--- config.mk ---
export PLATFORM = sky130hd
export DESIGN_NAME = gpio_irq_aggregator
export DESIGN_NICKNAME = d
export VERILOG_FILES = /design/src/rtl/gpio_irq_pkg.sv /design/src/rtl/gpio_irq_detect.sv /design/src/rtl/gpio_irq_regs.sv /design/src/rtl/gpio_irq_aggregator.sv
export SDC_FILE = /design/constraint.sdc
export NUM_CORES = 1
export LEC_CHECK = 0
export BUFFER_PORTS_ARGS = -buffer_cell sky130_fd_sc_hd__buf_2
export CORE_MARGIN = 2
export CORE_UTILIZATION = 45
export CTS_CLUSTER_SIZE = 16
export DETAILED_ROUTE_END_ITERATION = 6
export MAX_ROUTING_LAYER = met4
export PLACE_DENSITY = 0.8
export SYNTH_ARGS = -nofsm -noshare
export SYNTH_HDL_FRONTEND = slang
export SYNTH_HIERARCHICAL = 1
export SYNTH_SLANG_ARGS = --single-unit
--- constraint.sdc ---
create_clock -name clk -period 3.4 [get_ports clk]
set_input_delay 0.34 -clock clk [delete_from_list [all_inputs] [get_ports clk]]
set_output_delay 0.34 -clock clk [all_outputs]
set_load 0.05 [all_outputs]
--- src/rtl/gpio_irq_pkg.sv ---
package gpio_irq_pkg;

    localparam int NUM_PINS  = 95;
    localparam int WORD_W    = 32;
    localparam int ADDR_W    = 8;
    localparam logic [ADDR_W-1:0] STAT_BASE = 8'h80;
    localparam logic [ADDR_W-1:0] EN_BASE   = 8'h90;

    // {trigger-select, invert}
    typedef enum logic [1:0] {
        TRIG_RISE = 2'b00,
        TRIG_FALL = 2'b01,
        TRIG_LOW  = 2'b10,
        TRIG_HIGH = 2'b11
    } trig_mode_e;

    function automatic logic trig_hit(trig_mode_e mode, logic cur, logic prv);
        logic hit;
        unique case (mode)
            TRIG_RISE: hit = cur & ~prv;
            TRIG_FALL: hit = ~cur & prv;
            TRIG_LOW:  hit = ~cur;
            default:   hit = cur;
        endcase
        return hit;
    endfunction

endpackage

--- src/rtl/gpio_irq_detect.sv ---
module gpio_irq_detect
    import gpio_irq_pkg::*;
#(
    parameter int NUM_PINS = gpio_irq_pkg::NUM_PINS
) (
    input  logic                clk,
    input  logic                rst,
    input  logic [NUM_PINS-1:0] pin_level,
    input  logic [NUM_PINS-1:0] trig_sel,
    input  logic [NUM_PINS-1:0] trig_inv,
    output logic [NUM_PINS-1:0] det_evt
);

    logic [NUM_PINS-1:0] prev_q;

    // Tracks the pins during reset too, so no edge appears at release.
    always_ff @(posedge clk) begin
        prev_q <= pin_level;
    end

    for (genvar i = 0; i < NUM_PINS; i++) begin : g_pin
        assign det_evt[i] = trig_hit(trig_mode_e'({trig_sel[i], trig_inv[i]}),
                                     pin_level[i], prev_q[i]);
    end

    AST_EDGE_NEEDS_CHANGE: assert property (@(posedge clk) disable iff (rst)
        ((det_evt & ~trig_sel & ~(pin_level ^ $past(pin_level))) == '0));
    AST_LEVEL_MATCHES: assert property (@(posedge clk) disable iff (rst)
        ((det_evt & trig_sel & (pin_level ^ trig_inv)) == '0));

endmodule

--- src/rtl/gpio_irq_regs.sv ---
module gpio_irq_regs
    import gpio_irq_pkg::*;
#(
    parameter int NUM_PINS = gpio_irq_pkg::NUM_PINS,
    parameter int WORD_W   = gpio_irq_pkg::WORD_W,
    parameter int ADDR_W   = gpio_irq_pkg::ADDR_W,
    parameter logic [ADDR_W-1:0] STAT_BASE = gpio_irq_pkg::STAT_BASE,
    parameter logic [ADDR_W-1:0] EN_BASE   = gpio_irq_pkg::EN_BASE
) (
    input  logic                clk,
    input  logic                rst,
    input  logic [NUM_PINS-1:0] det_evt,
    input  logic                bus_wr,
    input  logic [ADDR_W-1:0]   bus_addr,
    input  logic [WORD_W-1:0]   bus_wdata,
    output logic [WORD_W-1:0]   bus_rdata,
    output logic [NUM_PINS-1:0] stat_q,
    output logic [NUM_PINS-1:0] en_q
);

    localparam int NUM_WORDS = (NUM_PINS + WORD_W - 1) / WORD_W;
    localparam int PAD_W     = NUM_WORDS * WORD_W;
    localparam int WIDX_W    = (NUM_WORDS > 1) ? $clog2(NUM_WORDS) : 1;
    localparam int BSEL_W    = $clog2(WORD_W / 8);
    localparam logic [ADDR_W-1:0] SPAN = ADDR_W'(NUM_WORDS * (WORD_W / 8));

    logic [ADDR_W-1:0] s_off, e_off;
    logic              s_hit, e_hit;
    logic [WIDX_W-1:0] s_idx, e_idx;

    assign s_off = bus_addr - STAT_BASE;
    assign e_off = bus_addr - EN_BASE;
    assign s_hit = (bus_addr >= STAT_BASE) && (s_off < SPAN) && (s_off[BSEL_W-1:0] == '0);
    assign e_hit = (bus_addr >= EN_BASE) && (e_off < SPAN) && (e_off[BSEL_W-1:0] == '0);
    assign s_idx = s_off[BSEL_W +: WIDX_W];
    assign e_idx = e_off[BSEL_W +: WIDX_W];

    logic [NUM_PINS-1:0] clr_vec, en_d;

    for (genvar p = 0; p < NUM_PINS; p++) begin : g_bit
        localparam logic [WIDX_W-1:0] WSEL = WIDX_W'(p / WORD_W);
        assign clr_vec[p] = bus_wr && s_hit && (s_idx == WSEL) && bus_wdata[p % WORD_W];
        assign en_d[p]    = (bus_wr && e_hit && (e_idx == WSEL)) ? bus_wdata[p % WORD_W] : en_q[p];
    end

    always_ff @(posedge clk) begin
        if (rst) begin
            stat_q <= '0;
            en_q   <= '0;
        end else begin
            // Detect is ORed after the clear: a colliding event wins.
            stat_q <= (stat_q & ~clr_vec) | det_evt;
            en_q   <= en_d;
        end
    end

    logic [PAD_W-1:0]  stat_pad, en_pad;
    logic [WORD_W-1:0] stat_word [NUM_WORDS];
    logic [WORD_W-1:0] en_word   [NUM_WORDS];

    always_comb begin
        stat_pad = '0;
        en_pad   = '0;
        stat_pad[NUM_PINS-1:0] = stat_q;
        en_pad[NUM_PINS-1:0]   = en_q;
    end

    for (genvar w = 0; w < NUM_WORDS; w++) begin : g_word
        assign stat_word[w] = stat_pad[w*WORD_W +: WORD_W];
        assign en_word[w]   = en_pad[w*WORD_W +: WORD_W];
    end

    always_comb begin
        if (s_hit)      bus_rdata = stat_word[s_idx];
        else if (e_hit) bus_rdata = en_word[e_idx];
        else            bus_rdata = '0;
    end

    AST_DETECT_WINS: assert property (@(posedge clk) disable iff (rst)
        1'b1 |=> ((stat_q & $past(det_evt)) == $past(det_evt)));
    AST_CLEAR_TAKES: assert property (@(posedge clk) disable iff (rst)
        1'b1 |=> ((stat_q & $past(clr_vec & ~det_evt)) == '0));
    AST_NO_SPURIOUS: assert property (@(posedge clk) disable iff (rst)
        1'b1 |=> ((stat_q & ~$past(stat_q) & ~$past(det_evt)) == '0));
    AST_EN_HOLD: assert property (@(posedge clk) disable iff (rst)
        !bus_wr |=> $stable(en_q));

endmodule

--- src/rtl/gpio_irq_aggregator.sv ---
module gpio_irq_aggregator
    import gpio_irq_pkg::*;
#(
    parameter int NUM_PINS = gpio_irq_pkg::NUM_PINS,
    parameter int WORD_W   = gpio_irq_pkg::WORD_W,
    parameter int ADDR_W   = gpio_irq_pkg::ADDR_W
) (
    input  logic                clk,
    input  logic                rst,
    input  logic [NUM_PINS-1:0] pin_level,
    input  logic [NUM_PINS-1:0] trig_sel,
    input  logic [NUM_PINS-1:0] trig_inv,
    input  logic                bus_wr,
    input  logic [ADDR_W-1:0]   bus_addr,
    input  logic [WORD_W-1:0]   bus_wdata,
    output logic [WORD_W-1:0]   bus_rdata,
    output logic                irq_out
);

    logic [NUM_PINS-1:0] det_evt, stat_q, en_q;
    logic                pend_any;

    gpio_irq_detect #(.NUM_PINS(NUM_PINS)) u_detect (
        .clk       (clk),
        .rst       (rst),
        .pin_level (pin_level),
        .trig_sel  (trig_sel),
        .trig_inv  (trig_inv),
        .det_evt   (det_evt)
    );

    gpio_irq_regs #(
        .NUM_PINS  (NUM_PINS),
        .WORD_W    (WORD_W),
        .ADDR_W    (ADDR_W),
        .STAT_BASE (ADDR_W'(STAT_BASE)),
        .EN_BASE   (ADDR_W'(EN_BASE))
    ) u_regs (
        .clk       (clk),
        .rst       (rst),
        .det_evt   (det_evt),
        .bus_wr    (bus_wr),
        .bus_addr  (bus_addr),
        .bus_wdata (bus_wdata),
        .bus_rdata (bus_rdata),
        .stat_q    (stat_q),
        .en_q      (en_q)
    );

    assign pend_any = |(stat_q & en_q);

    always_ff @(posedge clk) begin
        if (rst) irq_out <= 1'b0;
        else     irq_out <= pend_any;
    end

    AST_IRQ_RISES: assert property (@(posedge clk) disable iff (rst)
        pend_any |=> irq_out);
    AST_IRQ_FALLS: assert property (@(posedge clk) disable iff (rst)
        !pend_any |=> !irq_out);

endmodule

After elaboration in Yosys (flattened, before gate mapping)
Cells that the tools add are included.
{"block": "totals", "regBits": 286, "latchBits": 0, "ramBits": 0, "mem_bits_ro": 0, "input_bits": 328, "wordCells": 904, "mem_count": 0}
{"block": "classes", "n_addsub": 2, "multipliers": 0, "div_mod_pow": 0, "n_lt_le_gt_ge": 6, "eq_ne": 194, "n_shift": 0, "mux": 103, "n_bitwise": 386, "n_reduce_logical": 207}
{"cell": "$pmux 1 s3", "count": 95}
{"cell": "$logic_not 2->1", "count": 99}
{"cell": "$eq 2x1->1 const B", "count": 97}
{"cell": "$eq 2x2->1 const B", "count": 97}
{"cell": "$mux 32", "count": 6}
{"cell": "$and 1x1->1", "count": 190}
{"cell": "$and 95x95->95", "count": 2}
{"cell": "$not 1->1", "count": 190}
{"cell": "$bmux 32 s2", "count": 2}
{"cell": "$logic_and 1x1->1", "count": 107}
{"cell": "$not 95->95", "count": 1}
{"cell": "$or 95x95->95", "count": 1}
{"cell": "$reduce_or 95->1", "count": 1}
{"cell": "$ge 8x8->1 const B", "count": 2}
{"cell": "$lt 8x4->1 const B", "count": 2}
{"cell": "$sub 8x8->8 const B", "count": 2}
{"cell": "$ge 3x3->1 const B", "count": 2}
{"cell": "$not 2->3", "count": 2}

Depth between registers and ports, before layout
{"block": "logic_depth", "ltp_word": 10, "depth_mapped": 6}

By module
Netlist, hierarchy kept.
{"module": "gpio_irq_regs", "instances": 1, "cells_each": 1017, "area_per_inst_um2": 9522.9}
{"module": "gpio_irq_detect", "instances": 1, "cells_each": 476, "area_per_inst_um2": 5355.1}
{"module": "gpio_irq_aggregator", "instances": 1, "cells_each": 63, "area_per_inst_um2": 504.2}

Worst setup path before layout
OpenSTA, ideal clock, no wires.
{"block": "synth_path", "kind": "input to output", "start": "input bus_addr[1]", "end": "output bus_rdata[10]", "t_arrival_ps": 1646, "required_ps": 3060, "slack_ps": 1414, "path_stages": 5, "path_buffers": 2, "path_cell_list": "nor4_1 -> and3_1 -> clkbuf_1 -> buf_1 -> o211a_1"}
{"block": "synth_between", "elab_chain_cells": 7, "elab_cells_between_ends": 22, "cone_classes": "add/sub: 2; order compare: 4; mux: 8; bitwise: 2; reduce/logical: 6"}
{"item": "from (decl)", "line": "gpio_irq_aggregator.sv:14", "rtl": "input logic [ADDR_W-1:0] bus_addr,"}
{"item": "parallel branches: the longest is 6 deep, another holds $sub 8x8->8"}
{"item": "$mux 32 (*)", "line": "gpio_irq_regs.sv:74", "rtl": "if (s_hit) bus_rdata = stat_word[s_idx];"}
{"item": "to (decl)", "line": "gpio_irq_aggregator.sv:16", "rtl": "output logic [WORD_W-1:0] bus_rdata,"}
Mark *: on every way between the ends. The select of a mux whose other input is x is not followed.

Worst setup path in the final report
{"block": "layout_path", "start": "input bus_addr[3]", "end": "output bus_rdata[23]"}
Same word-level chain as after synthesis.

==> impl_metrics.tcl <==
set metrics [dict create \
    status "finished, violations left" \
    violations "DRC" \
    drc_errors 1 \
    vdd_drop_max_uv 303.4 \
    cts_tree "yes" \
    vias 14490 \
    synth_area_leaders "dfxtp_1 37%, mux2i_1 10%, nor4bb_1 6.1%" \
    fmax_ghz 0.4229 \
    whs_ps 159.8 \
    reg2reg_depth 5 \
    grt_overflow 0 \
    reg2reg_to "irq_out" \
    first_pass_iters 7 \
    rows 67 \
    p_leak_uw 0.009167 \
    viasPerCell 5.885 \
    ant_nets 0 \
    grt_use_total_pct 28.39 \
    yosys_warnings 6 \
    cts-buffers-inserted 34 \
    die_y_um 188.9 \
    synth.distinct_cells 49 \
    port_buffers 360 \
    min_path_type "input port to flip-flop" \
    path_cells "buf_4 > buf_4 > mux2i_1 > nor2_1 > o311a_1 > buf_12" \
    fillers 2762 \
    finalSetupViolations 0 \
    core-area_um2 33620 \
    syn_area_per_cell_um2 9.886 \
    worstReg2RegStart "u_regs/stat_q[13]" \
    grt_pass1_vias 14390 \
    timing.final.crit_share_pct 69.55 \
    rrSetupSlack_ps 1560 \
    gp_congestion 0.9319 \
    wirelength_um 51310 \
    drive_gt1_share_pct 22.58 \
    multi_input_area_um2 8833 \
    slew-limit-headroom_pct 47.42 \
    tns_ps 0 \
    wire_per_inst_um 20.83 \
    ys_seq_area_share_pct 37.22 \
    cp.required_ps 3060 \
    cp_common_cell "buf_4" \
    syn_nets 1884 \
    crit_type "input port to output pin" \
    synthesis.area_um2 15380 \
    critPathMaxStageDelay_ps 520 \
    grt_max_degree 128 \
    clkSlewWorstSetupHoldPaths_ps 60 \
    synth_top_cell_area_share_pct 37.22 \
    maxCapViolations 0 \
    crit_fanout 29 \
    cp_slowest_cell "buf_4" \
    hold-path-cell-count 3 \
    syn_to_final_growth_pct 29.97 \
    post-route-min-period_ps 2365 \
    tightestPinTransition_ps 788.8 \
    skew_ps 6.648 \
    ff_latch_area_um2 5725 \
    cts_buffer_depth 3 \
    start_util_pct 45.76 \
    arrival_ps 2020 \
    drtIter0Drc 1058 \
    synth_ff_type "dfxtp_1" \
    synth_edf_count 0 \
    grt_first_pass_wirelength_um 78290 \
    ys_seq_elements 286 \
    min_to "u_regs/en_q[63]" \
    ios 361 \
    hold_viol 0 \
    grt_antenna_before_repair 3 \
    dieArea_um2 35680 \
    cts_sinks 286 \
    rsz0062_at_grt "false" \
    end_kind "output pin" \
    final_area_um2 19990 \
    power.total_uw 8689 \
    htree_levels 2 \
    fin_util_pct 59.47 \
    clock-root-buffer "clkbuf_16" \
    finalMaxSlewViolations 0 \
    p_per_area_nw_per_um2 434.6 \
    synthArstFlopShare_pct 0 \
    clk_latency_ps 510 \
    fin_nets 2314 \
    yosysTopAreaCell "dfxtp_1" \
    dp_hpwl_um 36670 \
    place_area_um2 17900 \
    critPathLaunchType "input port" \
    hp-start "bus_wdata[31]" \
    syn_inst 1556 \
    dieWidth_um 188.9 \
]
## where the power goes
| part | switching (uW) | total [uW] | internal, uW |
|---|---|---|---|
| combinational | 623 | 1290 | 667 |
| clock | 1460 | 3690 | 2230 |
| sequential | 184 | 3710 | 3530 |
| total | 2260 | 8690 | 6420 |
## worst max path at each step
stage | startpoint | to | slack, ps
after global routing | bus_addr[3] | bus_rdata[17] | 910
after CTS | bus_addr[3] | bus_rdata[23] | 1040
after detailed placement | bus_addr[3] | bus_rdata[23] | 1040
final | bus_addr[3] | bus_rdata[23] | 1040
after floorplan | bus_addr[1] | bus_rdata[10] | 1410
after global placement | bus_addr[3] | bus_rdata[23] | 1050
## per-stage QoR
stage | setup WS (ps) | instances
2_1_floorplan | 1414 | 1556
3_3_place_gp | 1050 | 2303
3_5_place_dp | 1041 | 2303
4_1_cts | 1040 | 2459
5_1_grt | 912.3 | 2462
6_report | 1035 | 2463
## cell type report
cell class | count | share of cell area [%]
diodes | 4 | 0.05007
inverters | 124 | 2.328
flip-flops and latches | 286 | 28.64
clock inverters | 10 | 0.3880
well taps | 448 | 2.804
clock buffers | 51 | 5.294
repair buffers | 478 | 16.32
multi-input cells | 1062 | 44.18
## cell usage in the layout, fill, tap and decap left out, drive strengths merged, types with 62 or more instances in the layout
cell         count
nor4bb          94
buf            383
inv            124
nor2            66
dfxtp          286
xnor2           94
nor4b           95
a311oi          62
dlygate4sd3     95
a211o           94
mux2i          157
nand2b         128
## synthesized netlist by cell type, types with 7 or more instances
cell and n:
o211a_1 30, a22oi_1 34, nor4bb_1 94, o221ai_1 31, nand4_1 7, nor2b_1 32, o21ba_1 28, nor2_1 66
a31oi_1 32, inv_1 124, dfxtp_1 286, o2bb2ai_1 30, a311oi_1 62, nand2b_1 128, xnor2_1 94, clkbuf_1 52
a211o_1 94, buf_2 25, mux2i_1 157, nor4b_1 94
## cell families (layout without fill, tap and decap cells)
logic type             Yosys count  after routing  synth area share (%)
flip-flops                     286            286                 37.22
AND/OR/NAND/NOR                448            448                 21.28
buffers and inverters          208            663                 5.377
AO/OA/AOI/OAI                  362            362                 20.41
XOR/XNOR                        94             94                 5.352
multiplexers                   158            158                 10.36
other                            0              4                     0
## routing by layer
metal | GRT usage [%] | up-vias | part of all wire (%)
met5 | - | - | 0
met3 | 6.506 | 131 | 8.1
li1 | - | 6793 | -
met4 | 11.39 | 0 | 3.8
met1 | 34.42 | 6921 | 42
met2 | 45.72 | 649 | 46
## sequential cells by signal, indices dropped and copies added (netlist names)
name,cells
u_regs/en_q,95
irq_out,1
u_regs/stat_q,95
u_detect/prev_q,95
## critical path: cells and delay by family
kind	cells	cell delay, ps
AO/OA/AOI/OAI	1	380
multiplexers	1	250
AND/OR/NAND/NOR	1	60
buffers and inverters	3	970
## repair_timing
action                                 in CTS  in global routing
endpoints found under the hold margin      95                  0
hold buffers                               95                  0
resized for setup                           0                  0
setup buffers                               0                  0
No activity file was read; power rests on OpenSTA's default activity.
